==> src/rtl/hsl_pkg.sv <==
package hsl_pkg;

    typedef enum logic [2:0] {
        ST_IDLE,
        ST_LEAD,
        ST_HIGH,
        ST_LOW,
        ST_LAG,
        ST_REC
    } seq_state_e;

endpackage

==> src/rtl/hsl_arb.sv <==
module hsl_arb (
    input  logic clk_i,
    input  logic rst_ni,
    input  logic req_data_i,
    input  logic req_stat_i,
    input  logic grant_i,
    output logic pend_any_o,
    output logic pick_stat_o
);

    typedef struct packed {
        logic prev_data;
        logic prev_stat;
        logic pend_data;
        logic pend_stat;
    } arb_t;

    arb_t arb_d, arb_q;

    always_comb begin
        arb_d = arb_q;
        arb_d.prev_data = req_data_i;
        arb_d.prev_stat = req_stat_i;
        // the granted kind is cleared first, so a fresh edge in the same cycle survives
        if (grant_i) begin
            if (arb_q.pend_stat) arb_d.pend_stat = 1'b0;
            else                 arb_d.pend_data = 1'b0;
        end
        if (req_stat_i && !arb_q.prev_stat) arb_d.pend_stat = 1'b1;
        if (req_data_i && !arb_q.prev_data) arb_d.pend_data = 1'b1;
    end

    always_ff @(posedge clk_i) begin
        if (!rst_ni) arb_q <= '0;
        else         arb_q <= arb_d;
    end

    assign pend_any_o  = arb_q.pend_data | arb_q.pend_stat;
    assign pick_stat_o = arb_q.pend_stat;

endmodule

==> src/rtl/hsl_seq.sv <==
module hsl_seq
    import hsl_pkg::*;
#(
    parameter int WORD_W    = 8,
    parameter int HALF_CYC  = 50,
    parameter int LEAD_STAT = 75,
    parameter int LEAD_DATA = 123,
    parameter int LAG_STAT  = 75,
    parameter int LAG_DATA  = 130,
    parameter int REC_CYC   = 75
) (
    input  logic clk_i,
    input  logic rst_ni,
    input  logic pend_any_i,
    input  logic pick_stat_i,
    output logic grant_o,
    output logic load_o,
    output logic shift_o,
    output logic sample_o,
    output logic frame_o,
    output logic sck_o,
    output logic kind_stat_o,
    output logic done_o
);

    localparam int CW = $clog2(HALF_CYC + LEAD_STAT + LEAD_DATA + LAG_STAT + LAG_DATA + REC_CYC + 1);
    localparam int BW = (WORD_W > 1) ? $clog2(WORD_W) : 1;
    localparam logic [CW-1:0] HALF_LD   = CW'(HALF_CYC - 1);
    localparam logic [CW-1:0] LEAD_S_LD = CW'(LEAD_STAT - 1);
    localparam logic [CW-1:0] LEAD_D_LD = CW'(LEAD_DATA - 1);
    localparam logic [CW-1:0] LAG_S_LD  = CW'(LAG_STAT - 1);
    localparam logic [CW-1:0] LAG_D_LD  = CW'(LAG_DATA - 1);
    localparam logic [CW-1:0] REC_LD    = CW'(REC_CYC - 1);
    localparam logic [BW-1:0] LAST_BIT  = BW'(WORD_W - 1);

    typedef struct packed {
        seq_state_e    state;
        logic [CW-1:0] cnt;
        logic [BW-1:0] bits;
        logic          frame;
        logic          sck;
        logic          stat;
        logic          done;
    } seq_t;

    seq_t seq_d, seq_q;
    logic can_start;

    always_comb begin
        seq_d      = seq_q;
        seq_d.done = 1'b0;
        grant_o    = 1'b0;
        load_o     = 1'b0;
        shift_o    = 1'b0;
        sample_o   = 1'b0;
        can_start  = (seq_q.state == ST_IDLE) ||
                     ((seq_q.state == ST_REC) && (seq_q.cnt == '0));

        unique case (seq_q.state)
            ST_LEAD, ST_LOW: begin
                if (seq_q.cnt == '0) begin
                    seq_d.sck   = 1'b1;
                    sample_o    = 1'b1;
                    seq_d.state = ST_HIGH;
                    seq_d.cnt   = HALF_LD;
                end else begin
                    seq_d.cnt = seq_q.cnt - 1'b1;
                end
            end
            ST_HIGH: begin
                if (seq_q.cnt == '0) begin
                    seq_d.sck = 1'b0;
                    if (seq_q.bits == LAST_BIT) begin
                        seq_d.state = ST_LAG;
                        seq_d.cnt   = seq_q.stat ? LAG_S_LD : LAG_D_LD;
                    end else begin
                        seq_d.state = ST_LOW;
                        seq_d.cnt   = HALF_LD;
                        seq_d.bits  = seq_q.bits + 1'b1;
                        shift_o     = 1'b1;
                    end
                end else begin
                    seq_d.cnt = seq_q.cnt - 1'b1;
                end
            end
            ST_LAG: begin
                if (seq_q.cnt == '0) begin
                    seq_d.frame = 1'b0;
                    seq_d.done  = 1'b1;
                    seq_d.state = ST_REC;
                    seq_d.cnt   = REC_LD;
                end else begin
                    seq_d.cnt = seq_q.cnt - 1'b1;
                end
            end
            ST_REC: begin
                if (seq_q.cnt != '0) seq_d.cnt = seq_q.cnt - 1'b1;
            end
            default: ;
        endcase

        if (can_start) begin
            if (pend_any_i) begin
                grant_o     = 1'b1;
                load_o      = 1'b1;
                seq_d.stat  = pick_stat_i;
                seq_d.frame = 1'b1;
                seq_d.bits  = '0;
                seq_d.state = ST_LEAD;
                seq_d.cnt   = pick_stat_i ? LEAD_S_LD : LEAD_D_LD;
            end else begin
                seq_d.state = ST_IDLE;
            end
        end
    end

    always_ff @(posedge clk_i) begin
        if (!rst_ni) begin
            seq_q       <= '0;
            seq_q.state <= ST_IDLE;
        end else begin
            seq_q <= seq_d;
        end
    end

    assign frame_o     = seq_q.frame;
    assign sck_o       = seq_q.sck;
    assign kind_stat_o = seq_q.stat;
    assign done_o      = seq_q.done;

endmodule

==> src/rtl/hsl_shift.sv <==
module hsl_shift #(
    parameter int WORD_W = 8
) (
    input  logic              clk_i,
    input  logic              rst_ni,
    input  logic              load_i,
    input  logic [WORD_W-1:0] word_i,
    input  logic              shift_i,
    input  logic              sample_i,
    input  logic              sin_i,
    output logic              bit_o,
    output logic [WORD_W-1:0] rx_o
);

    typedef struct packed {
        logic [WORD_W-1:0] tx;
        logic [WORD_W-1:0] rx;
    } shf_t;

    shf_t shf_d, shf_q;

    always_comb begin
        shf_d = shf_q;
        if (load_i) begin
            shf_d.tx = word_i;
            shf_d.rx = '0;
        end else if (shift_i) begin
            shf_d.tx = {shf_q.tx[WORD_W-2:0], 1'b0};
        end
        if (sample_i) shf_d.rx = {shf_q.rx[WORD_W-2:0], sin_i};
    end

    always_ff @(posedge clk_i) begin
        if (!rst_ni) shf_q <= '0;
        else         shf_q <= shf_d;
    end

    assign bit_o = shf_q.tx[WORD_W-1];
    assign rx_o  = shf_q.rx;

endmodule

==> src/rtl/hsl_link_ctrl.sv <==
module hsl_link_ctrl #(
    parameter int WORD_W    = 8,
    parameter int HALF_CYC  = 50,
    parameter int LEAD_STAT = 75,
    parameter int LEAD_DATA = 123,
    parameter int LAG_STAT  = 75,
    parameter int LAG_DATA  = 130,
    parameter int REC_CYC   = 75
) (
    input  logic              clk_i,
    input  logic              rst_ni,
    input  logic              req_data_i,
    input  logic              req_stat_i,
    input  logic [WORD_W-1:0] data_word_i,
    input  logic [WORD_W-1:0] stat_word_i,
    input  logic              sin_i,
    output logic              sck_o,
    output logic              frame_o,
    output logic              sout_o,
    output logic              sout_oe_o,
    output logic [WORD_W-1:0] rx_word_o,
    output logic              rx_stat_o,
    output logic              done_o
);

    logic pend_any, pick_stat, grant;
    logic load, shift, sample, tx_bit;
    logic frame_int;

    hsl_arb u_arb (
        .clk_i       (clk_i),
        .rst_ni      (rst_ni),
        .req_data_i  (req_data_i),
        .req_stat_i  (req_stat_i),
        .grant_i     (grant),
        .pend_any_o  (pend_any),
        .pick_stat_o (pick_stat)
    );

    hsl_seq #(
        .WORD_W    (WORD_W),
        .HALF_CYC  (HALF_CYC),
        .LEAD_STAT (LEAD_STAT),
        .LEAD_DATA (LEAD_DATA),
        .LAG_STAT  (LAG_STAT),
        .LAG_DATA  (LAG_DATA),
        .REC_CYC   (REC_CYC)
    ) u_seq (
        .clk_i       (clk_i),
        .rst_ni      (rst_ni),
        .pend_any_i  (pend_any),
        .pick_stat_i (pick_stat),
        .grant_o     (grant),
        .load_o      (load),
        .shift_o     (shift),
        .sample_o    (sample),
        .frame_o     (frame_int),
        .sck_o       (sck_o),
        .kind_stat_o (rx_stat_o),
        .done_o      (done_o)
    );

    hsl_shift #(
        .WORD_W (WORD_W)
    ) u_shift (
        .clk_i    (clk_i),
        .rst_ni   (rst_ni),
        .load_i   (load),
        .word_i   (pick_stat ? stat_word_i : data_word_i),
        .shift_i  (shift),
        .sample_i (sample),
        .sin_i    (sin_i),
        .bit_o    (tx_bit),
        .rx_o     (rx_word_o)
    );

    assign frame_o   = frame_int;
    assign sout_oe_o = frame_int;
    assign sout_o    = frame_int & tx_bit;

endmodule

==> config.mk <==
export PLATFORM = sky130hd
export DESIGN_NAME = hsl_link_ctrl
export DESIGN_NICKNAME = d
export VERILOG_FILES = /design/src/rtl/hsl_pkg.sv /design/src/rtl/hsl_arb.sv /design/src/rtl/hsl_seq.sv /design/src/rtl/hsl_shift.sv /design/src/rtl/hsl_link_ctrl.sv
export SDC_FILE = /design/constraint.sdc
export NUM_CORES = 1
export LEC_CHECK = 0
export BUFFER_PORTS_ARGS = -buffer_cell sky130_fd_sc_hd__buf_2
export CAP_MARGIN = 20
export CORE_MARGIN = 2
export CORE_UTILIZATION = 42
export CTS_BUF_LIST = sky130_fd_sc_hd__clkbuf_8
export CTS_CLUSTER_SIZE = 12
export DETAILED_ROUTE_END_ITERATION = 12
export GPL_TIMING_DRIVEN = 0
export PLACE_DENSITY = 0.63
export SLEW_MARGIN = 20
export SYNTH_ARGS = -nofsm -noshare
export SYNTH_HDL_FRONTEND = slang
export SYNTH_HIERARCHICAL = 1
export SYNTH_SLANG_ARGS = --single-unit
==> constraint.sdc <==
create_clock -name clk_i -period 2.69 [get_ports clk_i]
set_input_delay 0.1345 -clock clk_i [delete_from_list [all_inputs] [get_ports clk_i]]
set_output_delay 0.1345 -clock clk_i [all_outputs]
set_load 0.01 [all_outputs]
==> results.cfg, run 1 <==
[place]
dpl_cell_area_mm2 = 0.00262
dp_slack_ps = -307
numPortBuffers = 34
hpwl_um = 3580
gp_congestion = 0.798

[critical_path]
path_cells = inv_1 -> ha_1 -> nor3b_4 -> and3_2 -> buf_4 -> inv_4 -> buf_6 -> nor2_1 -> nand2_1 -> inv_1 -> buf_6 -> or3b_1 -> a21boi_1
r2r_end = u_shift/rx_o[6]
cp_slowest_cell = dfxtp_4
crit_type = reg2reg
cp_num_cells = 13
arrival_ps = 2770
crit_fanout = 11
cp_top_family = simple AND/OR/NAND/NOR gates
reg2reg_slack_ps = 160
cp-start-kind = flop
cp-endpoint = u_shift/rx_o[6]
end_kind = flop
cp_num_buf_inv = 6
slowest_delay_ps = 390
reg2reg_from = u_seq/seq_q[7]
cp.required_ps = 2930
timing.critical_path.from = u_seq/seq_q[7]
rr_worst_depth = 13

[floorplan]
io_pins = 35
start_util_pct = 43.1
core_area_mm2 = 0.00547
rows = 27
die_width_um = 79.0
fp.dieH_um = 79.0
dieArea_mm2 = 0.00623

[hold_path]
holdPathStages = 2
holdCritPathClass = in2reg
worstHoldStart = req_data_i

[cells_and_area]
drive_gt1_share_pct = 26.1
num_antenna_cells = 0
n_fill_cell = 554
final_area_mm2 = 0.00274
syn_to_final_growth_pct = 16.0
final_nets = 333
regArea_um2 = 806
multiInputGateArea_mm2 = 0.00138

[synth]
avgSynthCellArea_um2 = 8.90
synth_cell_type_count = 58
netlist_instances = 265
synthesis.nets = 291
yosysSeqAreaShare_pct = 33.9
ys_ff_latch = 40
synthArstFlopShare_pct = 0
netlist_area_mm2 = 0.00236
synth-main-ff-cell = dfxtp_1
yosysWarnings = 6
synth_edf_count = 0

[timing]
period_share_pct = 94.2
grt_setup_unrepaired = false
hold_viol = 0
fmax_ghz = 0.395
drv_slew = 0
max_slew_margin_pct = 70.6
setup_violations = 0
skew_ps = 6.80
fin_setup_tns_ps = 0
setup_slack_ps = 156
period_needed_ps = 2530
hold_slack_ps = 53.8
worstMarginPinSlew_ps = 440

[clocking]
clk_latency_ps = 300
cts_tree = built
cts_htree_levels = 2
cts_sinks = 40
cts_inserted_buffers = 5
cts-root-buf = clkbuf_8
clockBufferDepth = 2
path_clk_slew_ps = 80
hold_buffers = 0

[grt]
grt_overflow = 0
grt_usage_pct = 17.6
antenna_found_initial = 0
grt_start_max_net_pins = 16
grt_pass1_vias = 1842
grt_pass1_wl_um = 8580

[route]
drc = 0
wl_per_cell_um = 13.4
vias = 2028
dr.pass1.iters = 4
final_antenna_net_count = 0
via_per_inst = 5.35
wirelength_um = 5090
drt_iter0_drc = 134

[power]
totalPowerFinal_w = 0.00259
p_per_area_mw_per_mm2 = 946
vdd_drop_max_uv = 495
p_leak_nw = 1.18

[flow_run]
drv_cap = 0

[run_status]
status = complete, no violations
## kinds of logic (layout without fill, tap and decap cells)
group | after synthesis | count (layout) | synth area share (%)
AND/OR/NAND/NOR | 92 | 92 | 22.7
AO/OA/AOI/OAI | 76 | 76 | 22.0
flip-flops | 40 | 40 | 33.9
buffers and inverters | 32 | 74 | 8.27
multiplexers | 18 | 18 | 9.70
adder cells (fa/ha/maj) | 5 | 5 | 2.65
XOR/XNOR | 2 | 2 | 0.742
## sequential cells by signal, indices dropped and copies added, names as in the netlist, 3 cells and up
register       flops
u_arb/arb_q        3
u_seq/seq_q       16
u_shift/rx_o       8
u_shift/shf_q      7
## power by group
| part | leakage [nW] | switching, W | internal, W |
|---|---|---|---|
| clock | 0.0400 | 0.000212 | 0.000176 |
| sequential | 0.328 | 0.000112 | 0.000718 |
| combinational | 0.811 | 0.000765 | 0.000606 |
## cell usage after synthesis, drive strengths merged (7+ instances only)
| master | count | area, um^2 |
|---|---|---|
| or3b | 10 | 87.6 |
| o211a | 7 | 70.1 |
| clkbuf | 7 | 26.3 |
| dfxtp | 40 | 801 |
| nand2b | 7 | 43.8 |
| o21ai | 11 | 55.1 |
| mux2 | 15 | 199 |
| a21boi | 10 | 78.8 |
| a21oi | 24 | 120 |
| nand2 | 29 | 111 |
| buf | 18 | 143 |
| nor2 | 14 | 52.6 |
## repair_timing
action | 4_1_cts | 5_1_grt
resized for setup | 4 | 6
gates cloned | 0 | 0
setup buffers | 0 | 1
setup endpoints to repair | 16 | 10
## worst min-delay path by stage
stage	end	slack (ps)
5_1_grt	u_arb/arb_q[3]	60
2_1_floorplan	u_arb/arb_q[2]	260
6_report	u_arb/arb_q[3]	50
4_1_cts	u_arb/arb_q[3]	40
3_5_place_dp	u_arb/arb_q[3]	360
3_3_place_gp	u_arb/arb_q[3]	360
## cell usage in the layout, fill, tap and decap left out, types with 2 or more instances in the layout
cell type	netlist	layout
dfxtp_1	40	38
buf_2	3	35
nand2_1	28	28
a21oi_1	24	24
nor2_1	14	14
buf_4	11	13
o21ai_0	10	10
or3b_1	9	9
a21boi_1	9	9
mux2_4	8	8
nand2b_1	7	7
clkbuf_1	7	7
mux2_1	7	7
o211a_1	7	7
buf_6	4	5
clkbuf_8	0	5
or4_1	5	5
ha_1	5	5
inv_1	4	4
o31ai_1	4	4
a21o_1	4	4
and2_1	3	3
mux2i_1	3	3
nand3_1	3	3
or2b_1	3	3
nor2b_1	2	2
nor3b_4	1	2
o21a_1	2	2
clkinv_1	2	2
xnor2_1	2	2
a31oi_1	2	2
nor4_1	2	2
nor3_1	2	2
o2111ai_1	2	2
## metal layers
layer | track usage (%) | wire length (um)
met1 | 22.6 | 2440
met2 | 28.3 | 2320
met3 | 3.86 | 225
met4 | 7.59 | 93
met5 | 0 | 0
## per-stage QoR
| step | instances | utilization [%] |
|---|---|---|
| 2_1_floorplan | 265 | - |
| 3_3_place_gp | 371 | 47.9 |
| 3_5_place_dp | 371 | 47.9 |
| 4_1_cts | 378 | 49.6 |
| 5_1_grt | 379 | 50.0 |
| 6_report | 379 | 50.0 |
## final cells by class
cell class	instances	area share (%)
Tap cell	72	3.29
Buffer	25	6.49
Inverter	7	1.05
Clock inverter	2	0.457
Timing Repair Buffer	35	6.49
Sequential cell	40	29.4
Multi-Input combinational cell	193	50.3
Clock buffer	5	2.51
No activity file was read; power rests on OpenSTA's default activity.
==> run 2: changes to the inputs <==
- RECOVER_POWER: default -> 25
- REMOVE_ABC_BUFFERS: default -> 1
==> run 2 against run 1 <==
Setup slack improved by 80 ps. Sequential share of layout area increased by 1.4 points. Clock skew increased by 1.1 ps. Largest cell class unchanged. First-iteration DRC count decreased by 13%. Clock power increased by 31%. Combinational power decreased by 16%. Utilization decreased by 2.5 points. Via count decreased by 5.7%.
==> results.cfg, run 2 (synthesis results as in run 1) <==
[cells_and_area]
final_nets = 309
largest_register = u_seq/seq_q
utilization_pct = 47.5
syn_to_final_growth_pct = 10.2
n_fill_cell = 565
final_cell_mix = dfxtp_1 (39), nand2_1 (28), a21oi_1 (24)
final_common_cell = dfxtp_1
largest_register_ff_count = 16
multiInputGateArea_mm2 = 0.00138
drive_gt1_share_pct = 18.3
layout.cells.non_filler = 356
regArea_um2 = 802
num_antenna_cells = 0

[timing]
max_slew_margin_pct = 37.6
fmax_ghz = 0.407
setup_slack_ps = 235
skew_ps = 7.90
drv_slew = 0
fin_setup_tns_ps = 0
period_needed_ps = 2450
setup_violations = 0
period_share_pct = 91.3
hold_viol = 0
grt_setup_unrepaired = false
worstMarginPinSlew_ps = 935

[critical_path]
arrival_ps = 2640
end_kind = flop
cp-start-kind = flop
cp.required_ps = 2880
crit_type = reg2reg
crit_fanout = 19

[run_status]
status = complete, no violations

[clocking]
cts-root-buf = clkbuf_8
path_clk_slew_ps = 90
cts_tree = built
cts_sinks = 40
clockBufferDepth = 2
clk_latency_ps = 300
cts_htree_levels = 2
cts_inserted_buffers = 5

[grt]
grt_overflow = 0
grt_pass1_wl_um = 8190
grt_pass1_vias = 1775
use_met1_pct = 21.4
grtUsageMet2_pct = 27.0
grt_start_max_net_pins = 34
grtUsageMet3_pct = 3.52
antenna_found_initial = 0
grt_usage_pct = 16.4
top_usage_layer = met2

[route]
drc = 0
dr.pass1.iters = 4
wl_per_cell_um = 13.2
drt_iter0_drc = 117
wirelength_um = 4700
final_antenna_net_count = 0
vias = 1912
via_per_inst = 5.37

[flow_run]
drv_cap = 0

[floorplan]
io_pins = 35
start_util_pct = 43.1
rows = 27
fp.dieH_um = 79.0
dieArea_mm2 = 0.00623
core_area_mm2 = 0.00547
die_width_um = 79.0

[hold_path]
holdCritPathClass = in2reg

[power]
totalPowerFinal_w = 0.00255
vdd_drop_max_uv = 386
p_leak_nw = 1.05
p_per_area_mw_per_mm2 = 982

[place]
gp_congestion = 0.800
numPortBuffers = 34
dp_slack_ps = -469
hpwl_um = 3090
place_inst = 346
run 2: cell count changes in the layout (fill, tap and decap cells not counted), sizes merged:
cell,change
clkinvlp,-1
bufinv,+1
clkbuf,+5
buf,-29
clkinv,+1
run 2: final cells by class:
cell class	instances	area share, %
Multi-Input combinational cell	193	53.0
Sequential cell	40	30.8
Timing Repair Buffer	36	7.03
Tap cell	72	3.46
Clock buffer	5	2.65
Clock inverter	3	1.83
Inverter	7	1.15
run 2: worst max-delay path, cell delays in order, from the launching register on:
cell and delay [ps]:
dfxtp_2 370, inv_1 110, ha_1 160, nor3b_4 310, and3_4 330, inv_4 120, nor3b_4 240, buf_12 160
mux2_1 310, o211a_1 210
run 2: repair_timing:
| action | 4_1_cts | 5_1_grt |
|---|---|---|
| setup buffers | 2 | 0 |
| gates resized for setup | 3 | 4 |
| pin swaps | 1 | 0 |
| hold buffers | 0 | 0 |
| setup endpoints to repair | 19 | 15 |
run 2: routing by layer:
layer / routed length, um / vias up
li1: - / 982
met1: 2270 / 879
met2: 2140 / 43
met3: 216 / 8
met4: 66 / 0
met5: 0 / -
run 2: metrics by stage:
step	hold WS, ps	area, um^2
after CTS	42.1	2610
after global placement	360	2450
final	51.6	2600
after detailed placement	362	2450
after global routing	43.4	2600
after floorplan	256	2190
run 2: where the power goes:
group | switching (W) | leakage, nW | internal, W
Sequential | 0.000181 | 0.328 | 0.000714
Combinational | 0.000652 | 0.664 | 0.000499
Clock | 0.000229 | 0.0583 | 0.000280
Total | 0.00106 | 1.05 | 0.00149
run 2: worst paths after layout:
check | start | endpoint | slack (ps) | cells after the start
setup / recovery | u_seq/seq_q[7] | u_shift/shf_q[11] | 240 | 9
hold / removal | req_data_i | u_arb/arb_q[3] | 50 | 2
setup reg to reg | u_seq/seq_q[7] | u_shift/shf_q[11] | 240 | 9
hold reg to reg | u_arb/arb_q[1] | u_arb/arb_q[1] | 450 | 2
==> run 3: changes to the inputs <==
- PLACE_DENSITY: 0.63 -> 0.61
- clock period: 2.69 -> 3 ns (I/O delays scaled with it)
==> run 3 against run 2 <==
Register-to-register slack better by 50 ps. Count of clock-buffer cells in the layout unchanged. Global-route usage down 0.49 points. Combinational power down 12%. Flip-flop and latch count unchanged. Hold slack better by 13 ps. Design area down 0.48%. Clock skew up 3.8 ps. Wire length up 0.89%. Sequential power down 11%.
==> results.cfg, run 3 (synthesis results as in run 1) <==
[power]
p_per_area_mw_per_mm2 = 874
p_leak_nw = 1.04
p_seq_share_pct = 35.3
p_clk_share_pct = 20.2
vdd_drop_max_uv = 333
pwr-share-comb_pct = 44.5
swShare_pct = 41.8
power.switching_w = 0.000946
p_int_w = 0.00132
totalPowerFinal_w = 0.00226

[timing]
period_share_pct = 90.4
worstMarginPinSlew_ps = 912
period_needed_ps = 2710
fmax_ghz = 0.369
max_slew_margin_pct = 39.2
setup_violations = 0
hold_slack_ps = 64.3
setup_slack_ps = 287
grt_setup_unrepaired = false
hold_viol = 0
skew_ps = 11.7
drv_slew = 0

[cells_and_area]
multiInputGateArea_mm2 = 0.00137
largest_register = u_seq/seq_q
final_nets = 309
num_antenna_cells = 0
final_cell_mix = dfxtp_1 (40), nand2_1 (28), a21oi_1 (24)
final_common_cell = dfxtp_1
syn_to_final_growth_pct = 9.65
drive_gt1_share_pct = 18.0
regArea_um2 = 801
largest_register_ff_count = 16
n_fill_cell = 580
final_area_mm2 = 0.00259

[route]
dr.pass1.iters = 4
wirelength_um = 4740
drc = 0
wl_per_cell_um = 13.3
via_per_inst = 5.45
wl_met2_um = 2220
vias = 1940
final_antenna_net_count = 0
drt_iter0_drc = 108
wl_met1_um = 2240
wl_met3_um = 222
highest_layer = met4

[place]
gp_congestion = 0.801
dpl_cell_area_mm2 = 0.00245
numPortBuffers = 34
dp_slack_ps = -168
hpwl_um = 3190

[floorplan]
io_pins = 35
fp.dieH_um = 79.0
rows = 27
core_area_mm2 = 0.00547
start_util_pct = 43.1
die_width_um = 79.0
dieArea_mm2 = 0.00623

[hold_path]
holdCritPathClass = in2reg
holdPathStages = 2

[grt]
grt_pass1_vias = 1695
grt_pass1_wl_um = 7900
grt_start_max_net_pins = 34
grt_overflow = 0
grt_usage_pct = 15.9
antenna_found_initial = 0

[critical_path]
reg2reg_slack_ps = 290
end_kind = flop
cp.required_ps = 3190
crit_type = reg2reg
cp-start-kind = flop
crit_fanout = 19
rr_worst_depth = 9
arrival_ps = 2900

[clocking]
clockBufferDepth = 2
cts_tree = built
clk_latency_ps = 300
hold_buffers = 0
path_clk_slew_ps = 90
cts_htree_levels = 2
cts_inserted_buffers = 5
cts_sinks = 40
cts-root-buf = clkbuf_8

[run_status]
status = complete, no violations

[flow_run]
drv_cap = 0
## run 3: area by class of cell
cell class	instances	share of cell area [%]
Multi-Input combinational cell	193	52.9
Timing Repair Buffer	36	7.06
Clock inverter	3	1.79
Tap cell	72	3.48
Clock buffer	5	2.66
Sequential cell	40	30.9
Inverter	7	1.16
## run 3: final timing paths
| check | start | end |
|---|---|---|
| setup / recovery | u_seq/seq_q[7] | u_shift/shf_q[11] |
| hold / removal | req_stat_i | u_arb/arb_q[2] |
| setup reg to reg | u_seq/seq_q[7] | u_shift/shf_q[11] |
| hold reg to reg | u_arb/arb_q[1] | u_arb/arb_q[1] |
## run 3: repair_timing
item / 4_1_cts / 5_1_grt
pin swaps: 0 / 1
resized for setup: 1 / 1
setup endpoints to repair: 7 / 16
setup buffers: 0 / 2
## run 3: power groups by stage
stage | Sequential (W) | Clock, W | Combinational, W
after global routing | 0.000822 | 0.000495 | 0.00114
after detailed placement | 0.000810 | 0 | 0.000998
after CTS | 0.000797 | 0.000471 | 0.00101
final | 0.000798 | 0.000457 | 0.00101
after global placement | 0.000804 | 0 | 0.000982
after floorplan | 0.000773 | 0 | 0.000772
## run 3: critical path, cell delays in order, from the launching register on
cell and delay [ps]:
dfxtp_1 400, inv_1 140, ha_1 150, nor3b_2 370
and3_2 390, inv_2 210, nor3b_4 250, buf_12 160
mux2_1 320, o211a_1 200
## run 3: metrics by stage
stage / std cells / setup TNS (ps) / utilization [%]
floorplan: 240 / 0 / -
global route: 356 / 0 / 47.3
detailed placement: 346 / -1090 / 44.8
finish: 356 / 0 / 47.3
CTS: 354 / 0 / 47.0
global placement: 346 / -1190 / 44.8
## run 3: routing by layer
metal / track usage [%] / up-vias
met5: 0 / -
met4: 4.66 / 0
met3: 4.09 / 7
met2: 25.9 / 52
met1: 20.9 / 898
li1: - / 983
